$ cat src/rtl/radio_pwr_pkg.sv
// Package: shared state and mode-target types for the radio power controller.
// Assumes: the state encoding is visible at the block's ports and must stay fixed.
package radio_pwr_pkg;

    typedef enum logic [2:0] {
        PS_RESET   = 3'd0,
        PS_SLEEP   = 3'd1,
        PS_STANDBY = 3'd2,
        PS_READY   = 3'd3,
        PS_TX      = 3'd4,
        PS_RX      = 3'd5
    } pwr_state_t;

    typedef enum logic [1:0] {
        TGT_READY   = 2'd0,
        TGT_STANDBY = 2'd1,
        TGT_SLEEP   = 2'd2
    } pm_target_t;

endpackage

$ cat src/rtl/rp_reset_timer.sv
// Module: counts the internal reset work after the reset request is released.
// Assumes: 'active' is high while the controller sits in RESET; 'hold' restarts the count.
module rp_reset_timer #(
    parameter int RST_CYCLES = 4
) (
    input  logic clk,
    input  logic rst_n,
    input  logic hold,
    input  logic active,
    output logic done
);
    localparam int CW = $clog2(RST_CYCLES + 1);
    localparam logic [CW-1:0] LAST = CW'(RST_CYCLES - 1);

    logic [CW-1:0] cnt;

    // Finish when the last cycle of reset work is reached with the request released.
    assign done = active && !hold && (cnt == LAST);

    // Count reset-work cycles; restart on request, on hard reset, or outside RESET.
    always_ff @(posedge clk) begin
        if (!rst_n || hold || !active) begin
            cnt <= '0;
        end else if (!done) begin
            cnt <= cnt + CW'(1);
        end
    end
endmodule

$ cat src/rtl/rp_mode_hold.sv
// Module: decodes power-mode writes and keeps the latest valid request until used.
// Assumes: 'take' is raised by the state machine only when it applies the request.
module rp_mode_hold
    import radio_pwr_pkg::*;
#(
    parameter logic [7:0] MODE_STBY  = 8'h01,
    parameter logic [7:0] MODE_SLEEP = 8'h02
) (
    input  logic       clk,
    input  logic       rst_n,
    input  logic       flush,
    input  logic       wr,
    input  logic [7:0] code,
    input  logic       take,
    output logic       pend_vld,
    output pm_target_t pend_tgt
);
    localparam logic [7:0] MODE_RDY = 8'h00;

    logic       code_ok;
    pm_target_t code_tgt;

    // Map a written code onto a target state; unknown codes are not accepted.
    always_comb begin
        code_ok  = 1'b1;
        code_tgt = TGT_READY;
        if (code == MODE_RDY) begin
            code_tgt = TGT_READY;
        end else if (code == MODE_STBY) begin
            code_tgt = TGT_STANDBY;
        end else if (code == MODE_SLEEP) begin
            code_tgt = TGT_SLEEP;
        end else begin
            code_ok = 1'b0;
        end
    end

    // Hold the newest accepted request; a new write replaces an older one.
    always_ff @(posedge clk) begin
        if (!rst_n || flush) begin
            pend_vld <= 1'b0;
            pend_tgt <= TGT_READY;
        end else if (wr && code_ok) begin
            pend_vld <= 1'b1;
            pend_tgt <= code_tgt;
        end else if (take) begin
            pend_vld <= 1'b0;
        end
    end
endmodule

$ cat src/rtl/rp_cca_window.sv
// Module: times the settling interval after CCA reporting is enabled and gates the report.
// Assumes: 'allow' reflects the states in which reporting is permitted.
module rp_cca_window #(
    parameter int CCA_CYCLES = 6
) (
    input  logic clk,
    input  logic rst_n,
    input  logic enable,
    input  logic allow,
    output logic report
);
    localparam int CW = $clog2(CCA_CYCLES + 1);
    localparam logic [CW-1:0] FULL = CW'(CCA_CYCLES);

    logic [CW-1:0] cnt;

    // Report only once the interval has elapsed and the state permits it.
    assign report = enable && allow && (cnt == FULL);

    // Count cycles with the enable set; saturate at the full interval.
    always_ff @(posedge clk) begin
        if (!rst_n || !enable) begin
            cnt <= '0;
        end else if (cnt != FULL) begin
            cnt <= cnt + CW'(1);
        end
    end
endmodule

$ cat src/rtl/radio_pwr_fsm.sv
// Module: radio power-state controller (top). Tracks RESET/SLEEP/STANDBY/READY/TX/RX,
// drives the reset and wake acknowledge, the ready bit, the sleep flag and the CCA gate.
// Assumes: all inputs are synchronous to clk; pm_wr is a one-cycle strobe.
module radio_pwr_fsm
    import radio_pwr_pkg::*;
#(
    parameter int         RST_CYCLES = 4,
    parameter int         CCA_CYCLES = 6,
    parameter logic [7:0] MODE_STBY  = 8'h01,
    parameter logic [7:0] MODE_SLEEP = 8'h02
) (
    input  logic       clk,
    input  logic       rst_n,
    input  logic       phy_rst,
    input  logic       tx_en,
    input  logic       rx_en,
    input  logic       pm_wr,
    input  logic [7:0] pm_code,
    input  logic       cca_en,
    output logic       phy_active,
    output logic [2:0] pwr_state,
    output logic       rdy,
    output logic       cca_ok,
    output logic       clk_stop
);
    pwr_state_t st, nxt;
    logic       wake_ack, ack_nxt;
    logic       rst_done;
    logic       take;
    logic       pend_vld;
    pm_target_t pend_tgt;
    logic       cca_allow;

    // Translate a held mode request into its destination state.
    function automatic pwr_state_t tgt_state(input pm_target_t t);
        case (t)
            TGT_STANDBY: return PS_STANDBY;
            TGT_SLEEP:   return PS_SLEEP;
            default:     return PS_READY;
        endcase
    endfunction

    rp_reset_timer #(.RST_CYCLES(RST_CYCLES)) u_rst (
        .clk    (clk),
        .rst_n  (rst_n),
        .hold   (phy_rst),
        .active (st == PS_RESET),
        .done   (rst_done)
    );

    rp_mode_hold #(.MODE_STBY(MODE_STBY), .MODE_SLEEP(MODE_SLEEP)) u_mode (
        .clk      (clk),
        .rst_n    (rst_n),
        .flush    (phy_rst || (st == PS_RESET)),
        .wr       (pm_wr),
        .code     (pm_code),
        .take     (take),
        .pend_vld (pend_vld),
        .pend_tgt (pend_tgt)
    );

    assign cca_allow = (st == PS_READY) || (st == PS_RX);

    rp_cca_window #(.CCA_CYCLES(CCA_CYCLES)) u_cca (
        .clk    (clk),
        .rst_n  (rst_n),
        .enable (cca_en),
        .allow  (cca_allow),
        .report (cca_ok)
    );

    // Next-state decision: reset request first, then wake, held mode, enables.
    always_comb begin
        nxt     = st;
        ack_nxt = wake_ack;
        take    = 1'b0;
        if (phy_rst) begin
            nxt     = PS_RESET;
            ack_nxt = 1'b0;
        end else begin
            case (st)
                PS_RESET: begin
                    if (rst_done) nxt = PS_STANDBY;
                end
                PS_SLEEP: begin
                    if (tx_en && rx_en) begin
                        nxt     = PS_STANDBY;
                        ack_nxt = 1'b1;
                    end else if (pend_vld) begin
                        take = 1'b1;
                        nxt  = tgt_state(pend_tgt);
                    end
                end
                PS_STANDBY: begin
                    if (wake_ack) begin
                        if (!tx_en && !rx_en) ack_nxt = 1'b0;
                    end else if (pend_vld) begin
                        take = 1'b1;
                        nxt  = tgt_state(pend_tgt);
                    end
                end
                PS_READY: begin
                    if (pend_vld) begin
                        take = 1'b1;
                        nxt  = tgt_state(pend_tgt);
                    end else if (tx_en && !rx_en) begin
                        nxt = PS_TX;
                    end else if (rx_en && !tx_en) begin
                        nxt = PS_RX;
                    end
                end
                PS_TX: begin
                    if (!tx_en) nxt = PS_READY;
                end
                PS_RX: begin
                    if (!rx_en) nxt = PS_READY;
                end
                default: nxt = PS_RESET;
            endcase
        end
    end

    // State and wake-acknowledge registers; hard reset starts a reset sequence.
    always_ff @(posedge clk) begin
        if (!rst_n) begin
            st       <= PS_RESET;
            wake_ack <= 1'b0;
        end else begin
            st       <= nxt;
            wake_ack <= ack_nxt;
        end
    end

    // Ready bit: cleared by any reset, set when the reset work completes.
    always_ff @(posedge clk) begin
        if (!rst_n || phy_rst) begin
            rdy <= 1'b0;
        end else if (rst_done) begin
            rdy <= 1'b1;
        end
    end

    assign phy_active = (st == PS_RESET) || wake_ack;
    assign pwr_state  = st;
    assign clk_stop   = (st == PS_SLEEP);
endmodule

$ cat config.mk
export PLATFORM = sky130hd
export DESIGN_NAME = radio_pwr_fsm
export DESIGN_NICKNAME = d
export VERILOG_FILES = /design/src/rtl/radio_pwr_pkg.sv /design/src/rtl/rp_reset_timer.sv /design/src/rtl/rp_mode_hold.sv /design/src/rtl/rp_cca_window.sv /design/src/rtl/radio_pwr_fsm.sv
export SDC_FILE = /design/constraint.sdc
export NUM_CORES = 1
export LEC_CHECK = 0
export ABC_AREA = 1
export BUFFER_PORTS_ARGS = -buffer_cell sky130_fd_sc_hd__buf_2
export CAP_MARGIN = 20
export CORE_MARGIN = 5
export CORE_UTILIZATION = 34
export DETAILED_ROUTE_END_ITERATION = 6
export PLACE_DENSITY = 0.51
export SYNTH_ARGS = -nofsm -noshare
export SYNTH_HDL_FRONTEND = slang
export SYNTH_SLANG_ARGS = --single-unit
$ cat constraint.sdc
create_clock -name clk -period 1.6 [get_ports clk]
set_input_delay 0.16 -clock clk [delete_from_list [all_inputs] [get_ports clk]]
set_output_delay 0.16 -clock clk [all_outputs]
set_load 0.05 [all_outputs]
Word level (Yosys, flattened, before mapping)
Cells that the tools add are included.
Widths: inputs -> output; s select.
- register bits: 14
- logic and storage cells: 85
- output and inout port bits: 7
- multiplexer cells: 28
- reductions and logical operators: 29
- add/sub/neg operators: 2
- bitwise operators: 1
- equal/unequal tests: 18
- operators by type and width (kind ; count):
    $mux 3 ; 9
    $pmux 3 s6 ; 1
    $mux 1 ; 12
    $eq 3x2->1 const B ; 3
    $eq 3x3->1 const B ; 3
    $logic_and 1x1->1 ; 9
    $eq 8x1->1 const B ; 1
    $eq 8x2->1 const B ; 1
    $logic_not 8->1 ; 1
    $ne 2x2->1 const B ; 4
    $logic_or 1x1->1 ; 7
    $add 3x1->3 const B ; 2
    $logic_not 1->1 ; 6
    $mux 2 ; 3
    $reduce_and 5->1 ; 1
    $ne 4x1->1 const B ; 1
    $pmux 2 s2 ; 1
    $reduce_bool 2->1 ; 2
    $eq 3x1->1 const B ; 1
    $logic_not 3->1 ; 1
    $ne 3x3->1 const B ; 1
    $pmux 1 s3 ; 1
    $eq 2x1->1 const B ; 1
    $eq 2x2->1 const B ; 1
    other kinds (5) ; 5

Logic depth before layout (Yosys ltp)
- word-level depth: 6
- mapped depth: 9
- gate-level depth less buffers: 9

Modules after synthesis
A second synthesis with hierarchy kept.
- cell total of the unflattened synthesis: 169
- area, all modules: 1073.5 µm²
- modules (own cells, without submodules) (module ; cells an instance ; area an instance (µm²) ; times used):
    radio_pwr_fsm ; 88 ; 520.5 ; 1
    rp_mode_hold ; 31 ; 205.2 ; 1
    rp_reset_timer ; 24 ; 177.7 ; 1
    rp_cca_window ; 26 ; 170.2 ; 1

Worst setup path after synthesis
No wires, ideal clock.
- path type: register to output
- start: register st[0] (netlist: pwr_state[0])
- end: output port cca_ok
- arrival time: 2.248 ns
- stages on the path, launching flop included: 5
- path slack: -0.808 ns
- buffers on the path: 0
- data required time: 1.440 ns
- cell sequence: dfxtp_1 inv_2 nor2_2 a21oi_1 nor3b_1
- word-level cells in the longest chain between the ends: 4
- elaborated cells on any way between the ends: 5
- classes of those cells: eq/ne (2); reduce/logical (3)
- ends and longest elaborated chain (what ; RTL line ; text):
    from (decl) ; radio_pwr_fsm.sv:26 ; pwr_state_t st, nxt;
    from (signal assigned) ; radio_pwr_fsm.sv:129 ; st <= nxt;
    $eq 3x2->1 / $eq 3x3->1 (equally long branches) ; radio_pwr_fsm.sv:62 ; assign cca_allow = (st == PS_READY) || (st == PS_RX);
    $logic_or 1x1->1 (*) ; radio_pwr_fsm.sv:62 ;
    $logic_and 1x1->1 (*) (2 in series) ; rp_cca_window.sv:18 ; assign report = enable && allow && (cnt == FULL);
    to (decl) ; radio_pwr_fsm.sv:23 ; output logic cca_ok,
Mark *: on every way between the ends. The rest lies on a longest branch, timed or not.

Worst setup path after layout
- start: register st[1] (netlist: pwr_state[1])
- end: output port cca_ok
Same word-level chain as after synthesis.

==> results by group <==
Yosys
  • Mapped Nets: 155
  • Synthesis-stage register bit count: 14
  • Synthesized area per cell: 6.725 sq um
  • Synth area leaders: dfxtp_1 31%, nand2_1 13%, inv_1 7.4%
  • Synth Flop Type: dfxtp_1
  • Register area share after synthesis: 30.64%
  • FFs w/ async S/R, synth: 0%
  • EDFF count, synth: 0
  • Unique masters post-synth: 26
  • Commonest cells in the netlist: 31 x nand2_1, 18 x inv_1, 14 x dfxtp_1, 12 x a21oi_1, 11 x nor2_1
  • Top-count cell post-synth: nand2_1
  • Yosys warns: 0
  • Cell taking the most area after synthesis: dfxtp_1
  • Synth top area share: 30.64%
  • Mapped Area: 914.6 sq um
  • Post-Synthesis Cells: 136

STA
  • Worst-case clock skew: 1.513 ps
  • Slew margin rel.: 80.38%
  • Setup Viol. Count Final: 0
  • Fmax: 671.8 MHz
  • Min Tclk post-route: 1488 ps
  • PnR worst setup slack: 111.6 ps
  • RSZ-0062 raised after global routing: no
  • Max Slew Vio Count: 0
  • Slew @ Worst Pin: 294.3 ps
  • Final Cycle Share: 93.03%
  • Final Hold Fails: 0
  • Setup TNS: 0 ps

Setup path
  • Critical path capture point type: primary output
  • Worst Setup Path Type: reg -> out
  • Cells along the critical path: nand2_1 > nor2_4 > a21oi_1 > nor3b_4 > buf_6
  • Critical path origin: pwr_state[1]
  • Critical path startpoint category: flip-flop
  • Max FO, Critical Path: 6
  • Master of the slowest instance on the critical path: dfxtp_4
  • R2r setup slk: 270 ps
  • WP buf/inv: 1
  • Top Family by Delay on Critical Path: simple AND/OR/NAND/NOR gates
  • Reg2reg start: u_rst.cnt[0]
  • Worst Path Arrival: 1330 ps
  • CP peak stage delay: 390 ps
  • Critical Path RT: 1440 ps

Clocking
  • CTS root buf: clkbuf_4
  • Clock Latency Late Sink: 280 ps
  • CTS Hold Bufs: 0
  • Num CTS Buffers: 3
  • CTS Buffer Depth: 2
  • Clock sinks: 14
  • H-Tree Depth: 1
  • CTS clk-pin slew, worst paths: 90 ps
  • CTS tree: yes

Routing
  • Detailed Routing Iterations Pass 1: 4
  • Wire length per cell: 10.59 microns
  • WL final: 2033 microns
  • Residual DRC: 0
  • DR vias/cell: 4.698
  • DR vias: 902
  • Final ANT Viol Nets: 0
  • DR iter-0 viols: 42

Global routing
  • Antenna violations before repair: 0
  • GRT Total Usage: 12.22%
  • Total gr overflow: 0
  • First-pass GRT wire length: 3443 microns
  • Via count of the first global-routing pass: 844
  • Largest net degree at the start of global routing: 10

Finish
  • Core Util, Final: 44.99%
  • Area growth syn-to-layout: 24.08%
  • Diodes inserted: 0
  • Final std cells w/o fill: 192
  • Layout cells sized above 1: 33.95%
  • Fillers: 265
  • Nets: 182

Power
  • PwrDens: 821.4 mW/mm^2
  • P_leak: 0.5622 nW
  • Worst vdd ir: 0.4625 mV

Die
  • I/O Pins: 22
  • Die H: 61.87 microns
  • Core area: 0.002522 sq mm
  • Row Count: 18
  • Initial Utilization: 36.26%
  • Die Area: 0.003827 sq mm
  • Width of the die: 61.87 microns

Run
  • Max-Cap Viols: 0

Placement
  • DP HPWL: 1679 microns
  • Cell total after placement: 187
  • Pre-CTS setup slack: 229.8 ps
  • Routability cong.: 0.7916
  • Port bufs: 21

Outcome
  • Status: finished, final reports clean

Worst hold path
  • Worst Hold Launch: rst_n
  • Hold WC Path Type: in -> reg
-- cells by family (layout without fill, tap and decap cells) --
logic type      after synthesis  count (layout)  synth area share [%]
simple gates                 67              67                 35.98
buf+inv                      23              49                 9.849
xor+xnor                      1               1                0.9578
flops                        14              14                 30.64
fa+ha+maj                     4               4                 5.472
compound gates               27              27                 17.10
-- layer usage --
layer | GRT usage [%] | part of all wire (%) | up-vias
met5 | 0 | 0 | -
met1 | 14.68 | 46 | 396
met3 | 2.893 | 4.9 | 4
met4 | 5.455 | 1.5 | 0
met2 | 20.63 | 48 | 16
li1 | - | - | 486
-- power by group --
| part | total, mW | internal, mW | switching [mW] |
|---|---|---|---|
| clock | 0.255 | 0.138 | 0.116 |
| sequential | 0.388 | 0.365 | 0.0228 |
| combinational | 0.290 | 0.0926 | 0.197 |
-- worst reg2reg max path, cell delays in order (launching register included) --
cell and delay (ps):
dfxtp_1 360, ha_1 150, ha_1 190, inv_1 60, o21ai_2 140, nand3_2 130, a21oi_1 150, nor2_1 50
-- area by class of cell --
| type | instances | area, sq um | area share, % |
|---|---|---|---|
| clock buffers | 4 | 36.28 | 3.197 |
| inverters | 22 | 82.58 | 7.277 |
| multi-input cells | 99 | 563.0 | 49.61 |
| flip-flops and latches | 14 | 289.0 | 25.47 |
| well taps | 30 | 37.54 | 3.308 |
| repair buffers | 23 | 126.4 | 11.14 |
-- layout by cell type (no fill, tap or decap), types with 2 or more instances in the layout --
| master | count |
|---|---|
| a21oi_1 | 12 |
| a21oi_2 | 2 |
| buf_2 | 20 |
| buf_4 | 2 |
| clkbuf_4 | 3 |
| dfxtp_1 | 11 |
| dfxtp_4 | 2 |
| ha_1 | 4 |
| inv_1 | 18 |
| inv_2 | 4 |
| nand2_1 | 30 |
| nand2_2 | 3 |
| nand3_1 | 3 |
| nand3_2 | 4 |
| nand4_1 | 3 |
| nor2_1 | 11 |
| nor2_2 | 7 |
| o21ai_0 | 5 |
| o21ai_1 | 4 |
-- path summary, 6_finish.rpt --
path | to | cells after the start
worst min register to register | rdy | 2
worst max-delay path | cca_ok | 5
worst max register to register | pwr_state[2] | 7
worst min-delay path | u_cca.cnt[2] | 3
-- flip-flops by register name, indices dropped and copies added (netlist names) --
| name | count |
|---|---|
| u_mode.pend_tgt | 2 |
| u_cca.cnt | 3 |
| pwr_state | 3 |
| wake_ack | 1 |
| u_rst.cnt | 3 |
| u_mode.pend_vld | 1 |
| rdy | 1 |
-- per-stage QoR --
stage          cell area [sq um]  total power, mW  hold slack [ps]
2_1_floorplan              929.6           0.6145            299.5
3_5_place_dp                1072           0.6867            436.9
3_3_place_gp                1072           0.6882            436.6
6_report                    1135           0.9322            137.7
5_1_grt                     1135           0.9970            153.6
4_1_cts                     1120           0.9441            128.0
-- repair_timing --
item | in CTS | in global routing
gates resized for setup | 3 | 3
pin swaps | 0 | 2
setup buffers | 0 | 1
setup endpoints to repair | 1 | 1
hold endpoints to repair | 0 | 0
Note: power is estimated with default switching activity, not from simulation.
